**config.mk**
```make
export PLATFORM = sky130hd
export DESIGN_NAME = sslink_resp
export DESIGN_NICKNAME = d
export VERILOG_FILES = /design/src/rtl/sslink_pkg.sv /design/src/rtl/sslink_sync.sv /design/src/rtl/sslink_rx.sv /design/src/rtl/sslink_tx.sv /design/src/rtl/sslink_resp.sv
export SDC_FILE = /design/constraint.sdc
export NUM_CORES = 1
export LEC_CHECK = 0
export ABC_AREA = 1
export BUFFER_PORTS_ARGS = -buffer_cell sky130_fd_sc_hd__buf_2
export CAP_MARGIN = 20
export CORE_ASPECT_RATIO = 1.1
export CORE_MARGIN = 2
export CORE_UTILIZATION = 40
export CTS_CLUSTER_DIAMETER = 200
export DETAILED_ROUTE_END_ITERATION = 6
export PLACE_DENSITY = 0.57
export SLEW_MARGIN = 20
export SYNTH_ARGS = -nofsm -noshare
export SYNTH_HDL_FRONTEND = slang
export SYNTH_SLANG_ARGS = --single-unit
```
**constraint.sdc**
```tcl
create_clock -name clk_i -period 3.14 [get_ports clk_i]
set_clock_uncertainty 0.1 [all_clocks]
set_input_delay 0.628 -clock clk_i [delete_from_list [all_inputs] [get_ports clk_i]]
set_output_delay 0.628 -clock clk_i [all_outputs]
set_load 0.02 [all_outputs]
```
**src/rtl/sslink_pkg.sv**
```systemverilog
package sslink_pkg;
  typedef enum logic [1:0] {
    ST_IDLE  = 2'd0,
    ST_SHIFT = 2'd1,
    ST_DONE  = 2'd2
  } frame_st_e;

  localparam int unsigned SIG_SCLK = 0;
  localparam int unsigned SIG_SEL  = 1;
  localparam int unsigned SIG_DATA = 2;
  localparam int unsigned NUM_SIG  = 3;
endpackage

```
**src/rtl/sslink_sync.sv**
```systemverilog
module sslink_sync #(
  parameter int unsigned N      = 3,
  parameter int unsigned STAGES = 2,
  parameter logic [N-1:0] RST_VAL = '0
) (
  input  logic         clk_i,
  input  logic         rst_ni,
  input  logic [N-1:0] async_i,
  output logic [N-1:0] lvl_o,
  output logic [N-1:0] rise_o,
  output logic [N-1:0] fall_o
);
  localparam int unsigned DEPTH = STAGES + 1;

  for (genvar g = 0; g < N; g++) begin : g_sig
    logic [DEPTH-1:0] chain_q;
    always_ff @(posedge clk_i or negedge rst_ni) begin
      if (!rst_ni) chain_q <= {DEPTH{RST_VAL[g]}};
      else         chain_q <= {chain_q[DEPTH-2:0], async_i[g]};
    end
    assign lvl_o[g]  = chain_q[STAGES-1];
    assign rise_o[g] = chain_q[STAGES-1] & ~chain_q[STAGES];
    assign fall_o[g] = ~chain_q[STAGES-1] & chain_q[STAGES];
  end
endmodule

```
**src/rtl/sslink_rx.sv**
```systemverilog
module sslink_rx
  import sslink_pkg::*;
#(
  parameter int unsigned W = 26
) (
  input  logic         clk_i,
  input  logic         rst_ni,
  input  logic         sel_lvl_i,
  input  logic         sclk_rise_i,
  input  logic         sclk_fall_i,
  input  logic         data_lvl_i,
  output logic         shift_en_o,
  output logic         load_en_o,
  output logic [W-1:0] cmd_word_o,
  output logic         cmd_valid_o
);
  localparam int unsigned CW = $clog2(W + 1);
  localparam logic [CW-1:0] LAST = CW'(W - 1);

  frame_st_e      state_q;
  logic [CW-1:0]  bit_cnt_q;
  logic [W-1:0]   rx_sh_q;
  logic           open_frame;
  logic [W-1:0]   rx_next;

  assign open_frame = !sel_lvl_i && (state_q != ST_DONE);
  assign rx_next    = {rx_sh_q[W-2:0], data_lvl_i};
  // no shift before the first capture: bit 25 is already on the line
  assign shift_en_o = sclk_rise_i && open_frame && (bit_cnt_q != '0);
  assign load_en_o  = sel_lvl_i || (sclk_rise_i && state_q == ST_DONE);

  always_ff @(posedge clk_i or negedge rst_ni) begin
    if (!rst_ni) begin
      state_q     <= ST_IDLE;
      bit_cnt_q   <= '0;
      rx_sh_q     <= '0;
      cmd_word_o  <= '0;
      cmd_valid_o <= 1'b0;
    end else begin
      cmd_valid_o <= 1'b0;
      if (sel_lvl_i) begin
        state_q   <= ST_IDLE;
        bit_cnt_q <= '0;
      end else if (open_frame) begin
        state_q <= ST_SHIFT;
        if (sclk_fall_i) begin
          rx_sh_q <= rx_next;
          if (bit_cnt_q == LAST) begin
            bit_cnt_q   <= '0;
            cmd_word_o  <= rx_next;
            cmd_valid_o <= 1'b1;
            state_q     <= ST_DONE;
          end else begin
            bit_cnt_q <= bit_cnt_q + 1'b1;
          end
        end
      end
    end
  end


  valid_pulse_chk: assert property (@(posedge clk_i) disable iff (!rst_ni)
    cmd_valid_o |=> !cmd_valid_o);

  idle_quiet_chk: assert property (@(posedge clk_i) disable iff (!rst_ni)
    sel_lvl_i |=> !cmd_valid_o);

  cnt_clear_chk: assert property (@(posedge clk_i) disable iff (!rst_ni)
    sel_lvl_i |=> (bit_cnt_q == '0));

  cnt_range_chk: assert property (@(posedge clk_i) disable iff (!rst_ni)
    bit_cnt_q < CW'(W));

  done_hold_chk: assert property (@(posedge clk_i) disable iff (!rst_ni)
    (state_q == ST_DONE) |=> !cmd_valid_o);

  word_hold_chk: assert property (@(posedge clk_i) disable iff (!rst_ni)
    (cmd_word_o != $past(cmd_word_o)) |-> cmd_valid_o);
endmodule

```
**src/rtl/sslink_tx.sv**
```systemverilog
module sslink_tx #(
  parameter int unsigned W = 26
) (
  input  logic         clk_i,
  input  logic         rst_ni,
  input  logic         load_en_i,
  input  logic         shift_en_i,
  input  logic [W-1:0] rsp_word_i,
  output logic         sdata_o
);
  logic [W-1:0] tx_sh_q;

  always_ff @(posedge clk_i or negedge rst_ni) begin
    if (!rst_ni)         tx_sh_q <= '0;
    else if (load_en_i)  tx_sh_q <= rsp_word_i;
    else if (shift_en_i) tx_sh_q <= {tx_sh_q[W-2:0], 1'b0};
  end

  assign sdata_o = tx_sh_q[W-1];


  idle_msb_chk: assert property (@(posedge clk_i) disable iff (!rst_ni)
    load_en_i |=> (sdata_o == $past(rsp_word_i[W-1])));

  hold_line_chk: assert property (@(posedge clk_i) disable iff (!rst_ni)
    (!load_en_i && !shift_en_i) |=> $stable(sdata_o));
endmodule

```
**src/rtl/sslink_resp.sv**
```systemverilog
module sslink_resp
  import sslink_pkg::*;
#(
  parameter int unsigned W           = 26,
  parameter int unsigned SYNC_STAGES = 2
) (
  input  logic         clk_i,
  input  logic         rst_ni,
  input  logic         sclk_i,
  input  logic         sel_ni,
  input  logic         sdata_i,
  output logic         sdata_o,
  input  logic [W-1:0] rsp_word_i,
  output logic [W-1:0] cmd_word_o,
  output logic         cmd_valid_o
);
  localparam logic [NUM_SIG-1:0] SYNC_RST = NUM_SIG'(1) << SIG_SEL;

  logic [NUM_SIG-1:0] raw, lvl, rise, fall;
  logic shift_en, load_en;

  assign raw[SIG_SCLK] = sclk_i;
  assign raw[SIG_SEL]  = sel_ni;
  assign raw[SIG_DATA] = sdata_i;

  sslink_sync #(.N(NUM_SIG), .STAGES(SYNC_STAGES), .RST_VAL(SYNC_RST)) u_sync (
    .clk_i (clk_i),
    .rst_ni(rst_ni),
    .async_i(raw),
    .lvl_o (lvl),
    .rise_o(rise),
    .fall_o(fall)
  );

  sslink_rx #(.W(W)) u_rx (
    .clk_i      (clk_i),
    .rst_ni     (rst_ni),
    .sel_lvl_i  (lvl[SIG_SEL]),
    .sclk_rise_i(rise[SIG_SCLK]),
    .sclk_fall_i(fall[SIG_SCLK]),
    .data_lvl_i (lvl[SIG_DATA]),
    .shift_en_o (shift_en),
    .load_en_o  (load_en),
    .cmd_word_o (cmd_word_o),
    .cmd_valid_o(cmd_valid_o)
  );

  sslink_tx #(.W(W)) u_tx (
    .clk_i     (clk_i),
    .rst_ni    (rst_ni),
    .load_en_i (load_en),
    .shift_en_i(shift_en),
    .rsp_word_i(rsp_word_i),
    .sdata_o   (sdata_o)
  );
endmodule

```
# Word-level counts from Yosys, hierarchy flattened
# Cells that the tools add are included.
# word_totals
ff_bits	92
input_bits	31
out_inout_bits	28
elab_cells	45
# classes
n_addsub	1
n_eq_ne	3
n_mux	14
bitwise_logic	5
reduce_logical	13
# ops
cell	n
26-bit 2-to-1 mux	2
5-bit 2-to-1 mux	4
2-bit 2-to-1 mux	4
2-bit nonzero test	3
5-bit by 1-bit adder with 5-bit output, second input constant	1
5-bit equality test, second input constant	1
5-bit nonzero test	1
1-bit logical AND	4
1-bit 2-to-1 mux	4
4-bit AND reduction	1
1-bit NOT	3
3-bit AND reduction	1
1-bit bitwise AND	2
2-bit equality test, second input constant	1
2-bit inequality test, second input constant	1
2-bit AND reduction	1
1-bit logical NOT	1
1-bit logical OR	1

# Depth between registers and ports, before layout
# logic_depth
word_depth	6
depth_mapped	10
ltp_nobuf	9

# Hierarchy
# A second synthesis with hierarchy kept.
# unflattened
hier_cells	451
area_unflattened_um2	3975.1
# by_module_without_submodules
mod	instances	cells_each	area_per_inst_um2	seq_area_each_um2
sslink_rx	1	286	2468.6	1476.4
sslink_tx	1	141	1209.9	650.6
sslink_sync	1	24	296.5	229.0

# Worst setup path after synthesis
# No wires, ideal clock.
# synth_timing
path_kind	register -> register
from	register u_rx.bit_cnt_q[0]
to	register u_tx.tx_sh_q[25]
setup_time_ps	117
arrival_time_ps	1211
required_time_ps	2923
setup_slack_ps	1713
stages_incl_launch_ff	10
path_buffers	1
period_less_slack_ps	1427
path_cell_list	dfrtp_1 -> inv_1 -> ha_1 -> inv_1 -> nor2_1 -> nand2_1 -> nand3_4 -> buf_2 -> nand3_1 -> nand2_1
# synth_via
elab_chain_len	3
# synth_rtl
element	line	source
from (decl)	sslink_rx.sv:21	logic [CW-1:0] bit_cnt_q;
from (signal assigned)	sslink_rx.sv:54	bit_cnt_q <= bit_cnt_q + 1'b1;
5-bit nonzero test	sslink_rx.sv:29	assign shift_en_o = sclk_rise_i && open_frame && (bit_cnt_q != '0);
1-bit logical AND	sslink_rx.sv:29	
2-bit nonzero test (no source line)	-	
to (signal assigned)	sslink_tx.sv:15	else if (load_en_i) tx_sh_q <= rsp_word_i;
to (signal assigned)	sslink_tx.sv:16	else if (shift_en_i) tx_sh_q <= {tx_sh_q[W-2:0], 1'b0};
to (decl)	sslink_tx.sv:11	logic [W-1:0] tx_sh_q;
# No other way between the ends.
# A chain may end at the register's enable or synchronous reset.

# Worst setup path after layout
# layout_timing
from	register u_sync.g_sig[1].chain_q[1]
to	register u_tx.tx_sh_q[16]
# layout_via
elab_chain_len	5
word_cells_on_any_way	7
cone_classes	mux (1); reduce/logical (6)
# layout_rtl
element	line	source
from (decl)	sslink_sync.sv:16	logic [DEPTH-1:0] chain_q;
from (signal assigned)	sslink_sync.sv:18	if (!rst_ni) chain_q <= {DEPTH{RST_VAL[g]}};
from (signal assigned)	sslink_sync.sv:19	else chain_q <= {chain_q[DEPTH-2:0], async_i[g]};
1-bit logical NOT	sslink_rx.sv:26	assign open_frame = !sel_lvl_i && (state_q != ST_DONE);
1-bit logical AND	sslink_rx.sv:26	
1-bit logical AND (2 in series)	sslink_rx.sv:29	
2-bit nonzero test (no source line)	-	
# Parallel ways exist; a longest one is shown, timed or not.

==> load_flow_metrics.sql <==
INSERT INTO impl_metrics (metric_group, metric, value, unit) VALUES
('place', 'gp_routability_congestion', '0.757', ''),
('die', 'die-area', '10900', 'sq um'),
('synth', 'synthesis.area', '4030', 'sq um'),
('clock_tree', 'h-tree-depth', '3', ''),
('die', 'initial_utilization', '41.0', '%'),
('detailed_routing', 'finalWirelength', '7.87', 'mm'),
('timing', 'fin_crit', '1.97', 'ns'),
('die', 'chip_width', '99.7', 'um'),
('power_and_ir_drop', 'max-vdd-ir-drop', '0.206', 'mV'),
('synth', 'yosys.area_share.simple', '26.3', '%'),
('layout', 'area_delta_synth_final', '11.8', '%'),
('global_route', 'first_global_vias', '2845', ''),
('synth', 'synth.yosys.seq_area_share', '57.2', '%'),
('global_route', 'globalRouteTotalUtil', '15.6', '%'),
('detailed_routing', 'first_pass_drt_iterations', '4', ''),
('synth', 'ys_warn_count', '0', ''),
('detailed_routing', 'postRouteAntennaNets', '0', ''),
('critical_path', 'timing.critical_path.slowest_stage_cell', 'sky130_fd_sc_hd__dfstp_2', ''),
('detailed_routing', 'via_per_inst', '4.87', ''),
('global_route', 'antenna_found_initial', '0', ''),
('critical_path', 'critPathMaxStageDelay', '0.54', 'ns'),
('place', 'port_buffers', '58', ''),
('clock_tree', 'clk_pin_slew_worst_paths', '0.09', 'ns'),
('clock_tree', 'cts-hold-fix-buffers', '0', ''),
('timing', 'report.final.slew_viol_count', '0', ''),
('critical_path', 'max_fo_critical_path', '27', ''),
('clock_tree', 'postCtsSetupRepairBufs', '0', ''),
('layout', 'final_cell_mix', '144 x sky130_fd_sc_hd__nand2_1, 90 x sky130_fd_sc_hd__dfrtp_1, 80 x sky130_fd_sc_hd__nand3_1', ''),
('critical_path', 'cp_cell_sequence', 'inv_1 > buf_4 > nand2_4 > nand2_8 > nand2_4 > nand2_1 > nand2_1', ''),
('timing', 'timing.max_slew.rel_slack', '56.3', '%'),
('synth', 'post_synth_mux_area_share', '0', '%'),
('clock_tree', 'clockRootBuffer', 'sky130_fd_sc_hd__clkbuf_8', ''),
('timing', 'timing.setup.tns', '0', 'ns'),
('layout', 'design_area', '4510', 'sq um'),
('layout', 'antennaDiodeCount', '0', ''),
('layout', 'final_net_count', '534', ''),
('power_and_ir_drop', 'power_density_over_the_cells', '510', 'nW/um^2'),
('timing', 'final.period_utilization', '62.7', '%'),
('global_route', 'globalRouteOverflowTotal', '0', ''),
('run_status', 'outcome', 'finished, final reports clean', ''),
('layout', 'layout_commonest_cell', 'sky130_fd_sc_hd__nand2_1', ''),
('timing', 'hold_viol_final', '0', ''),
('place', 'placed_cell_area', '4330', 'sq um'),
('detailed_routing', 'vias', '3044', ''),
('clock_tree', 'tritoncts_clock_tree', 'yes', ''),
('synth', 'synthCells', '453', ''),
('synth', 'synth_top_flop_cell', 'sky130_fd_sc_hd__dfrtp_1', ''),
('timing', 'rsz0062_at_grt', 'no', ''),
('synth', 'async_reset_ff_share', '100', '%'),
('detailed_routing', 'detailedRoute.firstIterationViolations', '133', ''),
('synth', 'synth_compound_gate_area_share', '6.98', '%'),
('critical_path', 'endpoint_kind', 'register', ''),
('clock_tree', 'cts.path.max_buffers', '2', ''),
('die', 'fp.dieH', '109', 'um'),
('timing', 'setup_viol', '0', ''),
('critical_path', 'timing.critical_path.from_type', 'register', ''),
('synth', 'synth-adder-area-share', '0.931', '%'),
('critical_path', 'type_of_the_worst_setup_path', 'reg2reg', ''),
('timing', 'tightestPinTransition', '0.655', 'ns'),
('detailed_routing', 'residual_drc_count', '0', ''),
('clock_tree', 'postcts_resize_cnt', '0', ''),
('layout', 'drive_gt1_share', '17.4', '%'),
('min_path', 'hp-class', 'in2async', ''),
('clock_tree', 'insertion_delay', '0.35', 'ns'),
('synth', 'post_syn_nets', '487', ''),
('die', 'std_cell_rows', '38', ''),
('global_route', 'largest_net_degree_at_the_start_of_global_routing', '54', ''),
('clock_tree', 'cts.sink_count', '92', ''),
('place', 'dp_hpwl', '4.96', 'mm'),
('clock_tree', 'cts-buffers-inserted', '9', ''),
('power_and_ir_drop', 'p_leak', '2.33', 'nW');
==> synthesized netlist by cell type (2+ instances only) <==
| cell | count | share of area (%) |
|---|---|---|
| sky130_fd_sc_hd__nand2_1 | 144 | 13 |
| sky130_fd_sc_hd__nand2_2 | 2 | 0.31 |
| sky130_fd_sc_hd__buf_6 | 6 | 1.7 |
| sky130_fd_sc_hd__dfrtp_1 | 90 | 56 |
| sky130_fd_sc_hd__o21ai_0 | 29 | 3.6 |
| sky130_fd_sc_hd__dfstp_2 | 2 | 1.3 |
| sky130_fd_sc_hd__nand2_4 | 3 | 0.84 |
| sky130_fd_sc_hd__inv_1 | 36 | 3.4 |
| sky130_fd_sc_hd__nand3_1 | 80 | 9.9 |
| sky130_fd_sc_hd__ha_1 | 3 | 0.93 |
| sky130_fd_sc_hd__o21ai_1 | 25 | 3.1 |
| sky130_fd_sc_hd__nor2_1 | 3 | 0.28 |
| sky130_fd_sc_hd__xor2_1 | 2 | 0.43 |
| sky130_fd_sc_hd__clkbuf_1 | 2 | 0.19 |
| sky130_fd_sc_hd__buf_4 | 9 | 1.7 |
| sky130_fd_sc_hd__buf_2 | 8 | 0.99 |
==> per-layer routing <==
| layer | track usage, % | vias up | share of wire (%) |
|---|---|---|---|
| li1 | - | 1544 | - |
| met1 | 21.4 | 1435 | 48 |
| met2 | 24.0 | 52 | 46 |
| met3 | 3.12 | 13 | 4.3 |
| met4 | 7.34 | 0 | 1.9 |
| met5 | 0 | - | 0 |
==> cell type report <==
cell class,count,area (sq um)
fillers,973,5330
clock buffers,11,141
repair buffers,62,335
clock inverters,5,37.5
well taps,120,150
flip-flops and latches,92,2300
inverters,36,135
multi-input cells,299,1410
==> cell families (layout without fill, tap and decap cells) <==
group,after synthesis,after routing
compound gates,56,56
fa+ha+maj,3,3
xor+xnor,3,3
flops,92,92
buf+inv,62,114
simple gates,237,237
==> flip-flops by register name, indices dropped and copies added (netlist names) <==
register,count
u_tx.tx_sh_q,26
u_rx.bit_cnt_q,5
u_rx.rx_sh_q,25
u_rx.state_q,2
u_rx.cmd_valid_o,1
u_rx.cmd_word_o,26
u_sync.g_sig.chain_q,7
==> power by group <==
group          leakage, nW  internal [mW]  switching (mW)  total [mW]
combinational         1.02         0.0897           0.154       0.243
clock               0.0859          0.313           0.419       0.732
sequential            1.23           1.27          0.0497        1.32
==> final timing paths <==
check / startpoint / endpoint / slack [ns] / depth (start not counted)
worst max-delay path: u_sync.g_sig[1].chain_q[1] / u_tx.tx_sh_q[16] / 1.17 / 7
worst min-delay path: rst_ni / u_rx.cmd_word_o[4] / 0.19 / 1
worst max register to register: u_sync.g_sig[1].chain_q[1] / u_tx.tx_sh_q[16] / 1.17 / 7
worst min register to register: u_sync.g_sig[0].chain_q[0] / u_sync.g_sig[0].chain_q[1] / 0.25 / 0
max in group asynchronous: rst_ni / u_sync.g_sig[1].chain_q[0] / 2.02 / 2
min in group clk_i: u_sync.g_sig[0].chain_q[0] / u_sync.g_sig[0].chain_q[1] / 0.25 / 0
==> metrics by stage <==
step | setup slack, ns | utilization, % | total power, mW | hold slack [ns] | cells
finish | 1.17 | 45.8 | 2.30 | 0.194 | 625
CTS | 1.17 | 45.8 | 2.34 | 0.204 | 625
floorplan | 1.71 | - | 1.51 | 0.231 | 453
global placement | 1.24 | 44.0 | 1.59 | 0.238 | 609
global route | 1.01 | 45.8 | 2.44 | 0.232 | 625
detailed placement | 1.19 | 44.0 | 1.59 | 0.236 | 609
Note: power is estimated with default switching activity, not from simulation.
